## src/rtl/itic_pkg.sv

```systemverilog
package itic_pkg;
    localparam int CNT_W     = 20;
    localparam int PC_W      = 16;
    localparam int WORD_W    = 32;
    localparam int N_EXT     = 4;
    localparam int N_SRC     = N_EXT + 1;
    localparam int CAUSE_LSB = WORD_W - N_SRC;
    localparam int GAP_W     = CAUSE_LSB - PC_W;
    localparam logic [PC_W-1:0] SAVE_ADDR  = '0;
    localparam logic [PC_W-1:0] FETCH_ADDR = PC_W'(1);

    typedef struct packed {
        logic [CNT_W-1:0] cnt;
    } cnt_state_t;

    typedef struct packed {
        logic [N_SRC-1:0]  pend;
        logic [N_SRC-1:0]  en;
        logic [N_SRC-1:0]  sel;
        logic [WORD_W-1:0] word;
        logic              inhib;
        logic              vec;
    } arb_state_t;
endpackage

```

## src/rtl/itic_prescaler.sv

```systemverilog
module itic_prescaler #(
    parameter int PRESCALE = 200
) (
    input  logic clk,
    input  logic rst_n,
    output logic tick
);
    localparam int PS_W = (PRESCALE > 1) ? $clog2(PRESCALE) : 1;
    localparam logic [PS_W-1:0] LAST = PS_W'(PRESCALE - 1);

    typedef struct packed {
        logic [PS_W-1:0] phase;
    } ps_state_t;

    ps_state_t st_q, st_d;

    always_comb begin
        st_d = st_q;
        if (st_q.phase == LAST) st_d.phase = '0;
        else                    st_d.phase = st_q.phase + 1'b1;
    end

    always_ff @(posedge clk) begin
        if (!rst_n) st_q <= '0;
        else        st_q <= st_d;
    end

    assign tick = (st_q.phase == LAST);

    // the tick is one cycle wide
    a_r3_tick_single: assert property (@(posedge clk) disable iff (!rst_n)
        tick |=> !tick);
endmodule

```

## src/rtl/itic_countdown.sv

```systemverilog
module itic_countdown
    import itic_pkg::*;
(
    input  logic             clk,
    input  logic             rst_n,
    input  logic             tick,
    input  logic             load,
    input  logic [CNT_W-1:0] value,
    output logic [CNT_W-1:0] count,
    output logic             expire
);
    cnt_state_t st_q, st_d;

    always_comb begin
        st_d   = st_q;
        expire = 1'b0;
        if (load) begin
            st_d.cnt = value;
        end else if (tick && st_q.cnt != '0) begin
            st_d.cnt = st_q.cnt - 1'b1;
            expire   = (st_q.cnt == CNT_W'(1));
        end
    end

    always_ff @(posedge clk) begin
        if (!rst_n) st_q <= '0;
        else        st_q <= st_d;
    end

    assign count = st_q.cnt;

    a_r2_load: assert property (@(posedge clk) disable iff (!rst_n)
        load |=> count == $past(value));
    a_r3_no_wrap: assert property (@(posedge clk) disable iff (!rst_n)
        (count == '0 && !load) |=> count == '0);
    a_r3_step: assert property (@(posedge clk) disable iff (!rst_n)
        (!load && tick && count != '0) |=> count == $past(count) - 1'b1);
    a_r4_expire_zero: assert property (@(posedge clk) disable iff (!rst_n)
        expire |=> count == '0);
endmodule

```

## src/rtl/itic_arbiter.sv

```systemverilog
module itic_arbiter
    import itic_pkg::*;
(
    input  logic              clk,
    input  logic              rst_n,
    input  logic [N_SRC-1:0]  raw_req,
    input  logic [N_SRC-1:0]  en_set,
    input  logic [N_SRC-1:0]  en_clr,
    input  logic              ena,
    input  logic              dis,
    input  logic [PC_W-1:0]   pc,
    input  logic              ack,
    output logic              vec,
    output logic [WORD_W-1:0] word,
    output logic [N_SRC-1:0]  pending,
    output logic              inhibited
);
    arb_state_t       st_q, st_d;
    logic [N_SRC-1:0] elig;
    logic [N_SRC-1:0] win;
    logic             take;

    always_comb begin
        st_d = st_q;
        elig = st_q.pend & st_q.en;
        win  = '0;
        for (int i = 0; i < N_SRC; i++) begin
            if (elig[i] && win == '0) win[i] = 1'b1;
        end
        take = !st_q.vec && !st_q.inhib && (elig != '0);

        st_d.en = (st_q.en | en_set) & ~en_clr;

        if (st_q.vec && ack) begin
            st_d.pend = st_q.pend & ~st_q.sel;
            st_d.vec  = 1'b0;
            st_d.sel  = '0;
            st_d.word = '0;
        end
        st_d.pend = st_d.pend | raw_req;

        if (take) begin
            st_d.vec   = 1'b1;
            st_d.sel   = win;
            st_d.word  = {win, {GAP_W{1'b0}}, pc};
            st_d.inhib = 1'b1;
        end else if (dis) begin
            st_d.inhib = 1'b1;
        end else if (ena) begin
            st_d.inhib = 1'b0;
        end
    end

    always_ff @(posedge clk) begin
        if (!rst_n) begin
            st_q       <= '0;
            st_q.inhib <= 1'b1;
        end else begin
            st_q <= st_d;
        end
    end

    assign vec       = st_q.vec;
    assign word      = st_q.word;
    assign pending   = st_q.pend;
    assign inhibited = st_q.inhib;

    a_r10_hold: assert property (@(posedge clk) disable iff (!rst_n)
        (vec && !ack) |=> vec && $stable(word));
    a_r10_release: assert property (@(posedge clk) disable iff (!rst_n)
        (vec && ack) |=> !vec);
    a_r7_take_inhibits: assert property (@(posedge clk) disable iff (!rst_n)
        $rose(vec) |-> inhibited);
    a_r9_one_cause: assert property (@(posedge clk) disable iff (!rst_n)
        vec |-> $countones(word[WORD_W-1:CAUSE_LSB]) == 1);
    a_r6_cause_enabled: assert property (@(posedge clk) disable iff (!rst_n)
        $rose(vec) |-> ((word[WORD_W-1:CAUSE_LSB] & $past(st_q.en)) != '0));
    a_r5_pending_kept: assert property (@(posedge clk) disable iff (!rst_n)
        (!(vec && ack)) |=> (($past(pending) & ~pending) == '0));
endmodule

```

## src/rtl/itic_top.sv

```systemverilog
module itic_top
    import itic_pkg::*;
#(
    parameter int PRESCALE = 200
) (
    input  logic              clk,
    input  logic              rst_n,
    input  logic              tmr_load,
    input  logic [CNT_W-1:0]  tmr_value,
    input  logic [N_EXT-1:0]  ext_req,
    input  logic [N_SRC-1:0]  mask_set,
    input  logic [N_SRC-1:0]  mask_clr,
    input  logic              irq_enable,
    input  logic              irq_disable,
    input  logic [PC_W-1:0]   pc_now,
    input  logic              vec_ack,
    output logic              vec_req,
    output logic [WORD_W-1:0] save_word,
    output logic [PC_W-1:0]   save_addr,
    output logic [PC_W-1:0]   fetch_addr,
    output logic [CNT_W-1:0]  tmr_count,
    output logic [N_SRC-1:0]  irq_pending,
    output logic              irq_inhibited
);
    logic tick;
    logic expire;

    itic_prescaler #(.PRESCALE(PRESCALE)) u_pre (
        .clk  (clk),
        .rst_n(rst_n),
        .tick (tick)
    );

    itic_countdown u_cnt (
        .clk   (clk),
        .rst_n (rst_n),
        .tick  (tick),
        .load  (tmr_load),
        .value (tmr_value),
        .count (tmr_count),
        .expire(expire)
    );

    itic_arbiter u_arb (
        .clk      (clk),
        .rst_n    (rst_n),
        .raw_req  ({ext_req, expire}),
        .en_set   (mask_set),
        .en_clr   (mask_clr),
        .ena      (irq_enable),
        .dis      (irq_disable),
        .pc       (pc_now),
        .ack      (vec_ack),
        .vec      (vec_req),
        .word     (save_word),
        .pending  (irq_pending),
        .inhibited(irq_inhibited)
    );

    assign save_addr  = SAVE_ADDR;
    assign fetch_addr = FETCH_ADDR;
endmodule

```

## config.mk

```make
export PLATFORM = sky130hd
export DESIGN_NAME = itic_top
export DESIGN_NICKNAME = d
export VERILOG_FILES = /design/src/rtl/itic_pkg.sv /design/src/rtl/itic_prescaler.sv /design/src/rtl/itic_countdown.sv /design/src/rtl/itic_arbiter.sv /design/src/rtl/itic_top.sv
export SDC_FILE = /design/constraint.sdc
export NUM_CORES = 1
export LEC_CHECK = 0
export ABC_AREA = 0
export BUFFER_PORTS_ARGS = -buffer_cell sky130_fd_sc_hd__buf_2
export CAP_MARGIN = 20
export CORE_MARGIN = 3
export CORE_UTILIZATION = 35
export CTS_CLUSTER_SIZE = 16
export DETAILED_ROUTE_END_ITERATION = 12
export PLACE_DENSITY = 0.67
export SYNTH_ARGS = -nofsm -noshare
export SYNTH_HDL_FRONTEND = slang
export SYNTH_SLANG_ARGS = --single-unit
```

## constraint.sdc

```tcl
create_clock -name clk -period 5.8 [get_ports clk]
set_input_delay 0.29 -clock clk [delete_from_list [all_inputs] [get_ports clk]]
set_output_delay 0.29 -clock clk [all_outputs]
set_load 0.005 [all_outputs]
```

==> reports/results.ini <==
[clock_tree]
cts_setup_buffers = 0
cts-buffers-inserted = 9
root_buffer = clkbuf_8
clkTransAtPathRegs_ns = 0.07
cts_tree = built
cts_max_level = 3
ctsHoldBuffers = 0
cts_sinks = 61
clk_latency_ns = 0.34
clk_path_buf_depth = 2
postCtsResizedCells = 0

[sta]
worst_pin_slew_ns = 0.945
fin_crit_ns = 2.58
final.setup.tns_ns = 0
finClkSkew_ns = 0.0147
finalHoldViolCount = 0
finalCritPeriodShare_pct = 44.5
rsz0062_at_grt = no
fmax_mhz = 387
relSlewSlack_pct = 37.0
setup_viol = 0
finalMaxSlewViolations = 0

[grt]
grt_pass1_vias = 2854
grt_max_degree = 65
overflow = 0
grt_first_pass_wirelength_um = 14000
antenna_found_initial = 0
track_usage_pct = 15.1

[floorplan]
die_x_um = 107
pin_count = 147
die_area_um2 = 11400
rows = 36
die_h_um = 107
start_util_pct = 36.2
core_area_um2 = 9860

[route]
drt_iter0_drc = 125
wirelength_um = 8810
first_pass_iters = 4
num_vias = 3213
via_per_inst = 5.07
routedWlPerCell_um = 13.9
drc = 0
drtAntennaViolNets = 0

[hold_path]
hp-class = in2reg

[power]
powerDensity_nw_per_um2 = 250
p_leak_nw = 1.66
ir_drop_mv = 0.136

[setup_path]
crit_arrival_ns = 2.84
required_ns = 6.06
crit_path_end_kind = flop
crit_path_start_kind = flop
worst_path_max_delay_cell = or4_1
critical-path-max-stage-delay_ns = 0.81
path_max_fanout = 16
crit_chain = inv_1 > ha_1 > or3b_2 > or4_1 > o2111a_1 > a211oi_2
worstSetupPathType = reg2reg

[yosys]
synth_flop_cell = dfxtp_1
postSynthAreaPerCell_um2 = 8.21
ys_async_sr_fraction_pct = 0
synth_seq_cells = 61
synthCells = 435
ys_warn_count = 0
syn-cell-area_um2 = 3570
synth_edf_count = 0
seq_area_frac_synth_pct = 34.2
synth_cell_types = 53

[final_layout]
fillCellCount = 1037
area_growth_pct = 11.9
final_cell_mix = 103 x buf_2, 61 x dfxtp_1, 43 x conb_1
final_common_cell = buf_2
design_area_um2 = 4000
antenna_cells = 0
drive_gt1_share_pct = 25.9
fin_nets = 555

[place]
place_area_um2 = 3780
dp_hpwl_um = 6320
portBuffers = 103
gp_congestion = 0.822

[run]
maxCapViolCount = 0

[outcome]
status = finished, final reports clean

==> final timing paths <==
kind	cells after the start	start	endpoint	slack, ns
setup / recovery	6	u_cnt.count[0]	u_cnt.count[5]	3.22
hold / removal	2	mask_clr[4]	u_arb.st_q[43]	0.11
setup reg to reg	6	u_cnt.count[0]	u_cnt.count[5]	3.22
hold reg to reg	1	u_pre.st_q[0]	u_pre.st_q[0]	0.44
==> flip-flops by register name, indices dropped and copies added, names as in the netlist <==
| name | flops |
|---|---|
| u_arb.inhibited | 1 |
| u_arb.word | 21 |
| u_arb.vec | 1 |
| u_cnt.count | 20 |
| u_arb.st_q | 5 |
| u_pre.st_q | 8 |
| u_arb.pending | 5 |
==> area by class of cell <==
class | instances | area (µm²) | share of cell area, %
Tap cell | 133 | 166 | 4.17
Inverter | 4 | 15.0 | 0.376
Timing Repair Buffer | 104 | 523 | 13.1
Clock buffer | 9 | 124 | 3.10
Clock inverter | 7 | 90.1 | 2.25
Sequential cell | 61 | 1220 | 30.6
Multi-Input combinational cell | 316 | 1860 | 46.4
==> per-stage QoR <==
stage / std cells / setup slack (ns) / utilization, % / hold WS (ns) / power [mW]
final: 634 / 3.22 / 40.5 / 0.108 / 0.997
after CTS: 634 / 3.21 / 40.5 / 0.0934 / 1.01
after global routing: 634 / 3.10 / 40.5 / 0.101 / 1.05
after detailed placement: 618 / 3.24 / 38.3 / 0.432 / 0.589
after floorplan: 476 / 3.55 / - / 0.366 / 0.565
after global placement: 618 / 3.31 / 38.3 / 0.423 / 0.586
==> cell families (layout without fill, tap and decap cells) <==
logic type                 after synthesis  count (layout)  share of synthesized area [%]
AOI/OAI and AO/OA                       87              87                           17.2
xor gates and xnor gates                 6               6                           1.47
adders and majority gates                3               3                           1.05
buffers and inverters                   99             124                           18.1
DFF                                     61              61                           34.2
other                                    2              43                          0.210
and+or+nand+nor                        177             177                           27.8
==> cell usage after synthesis (all sizes together), types with 3 or more instances <==
cell	instances	area share, %
a211oi	6	1.5
a21oi	8	1.1
o21ai	20	2.8
and3	5	0.88
xor2	3	0.74
a21boi	22	4.6
nand2	33	3.5
and4	4	0.98
inv	4	0.42
or3	4	0.70
or4	11	2.4
nor2	26	2.7
xnor2	3	0.74
nand3	36	5.0
nand4	7	1.2
buf	73	15
dfxtp	61	34
o2111ai	4	0.98
o211ai	5	1.1
a31oi	7	1.2
nor3b	10	2.2
clkbuf	22	2.3
nor3	7	0.98
and4b	3	0.84
nor4	10	2.1
and2	5	0.88
ha	3	1.1
o31ai	5	1.1
nor2b	9	1.6
==> worst max-delay path: cells and delay by family, from the launching register on <==
family,cells,cell delay (ns)
adders and majority gates,1,0.20
and+or+nand+nor,2,1.31
buffers and inverters,1,0.09
AOI/OAI and AO/OA,2,0.53
DFF,1,0.38
==> per-layer routing <==
layer  vias to the layer above  part of all wire, %  GRT usage, %  routed length [µm]
met5                         -                    0             0                   0
met4                         0                  2.0          7.31                 172
met3                        18                  7.1          3.55                 626
met2                       132                   45          23.9                3970
met1                      1487                   46          19.3                4040
li1                       1576                    -             -                   -
==> where the power goes <==
| part | internal, mW | leakage (nW) | switching [mW] |
|---|---|---|---|
| combinational | 0.0530 | 1.06 | 0.0682 |
| clock | 0.240 | 0.105 | 0.178 |
| sequential | 0.436 | 0.500 | 0.0229 |
| total | 0.728 | 1.66 | 0.269 |
(Power assumes the default switching activity.)
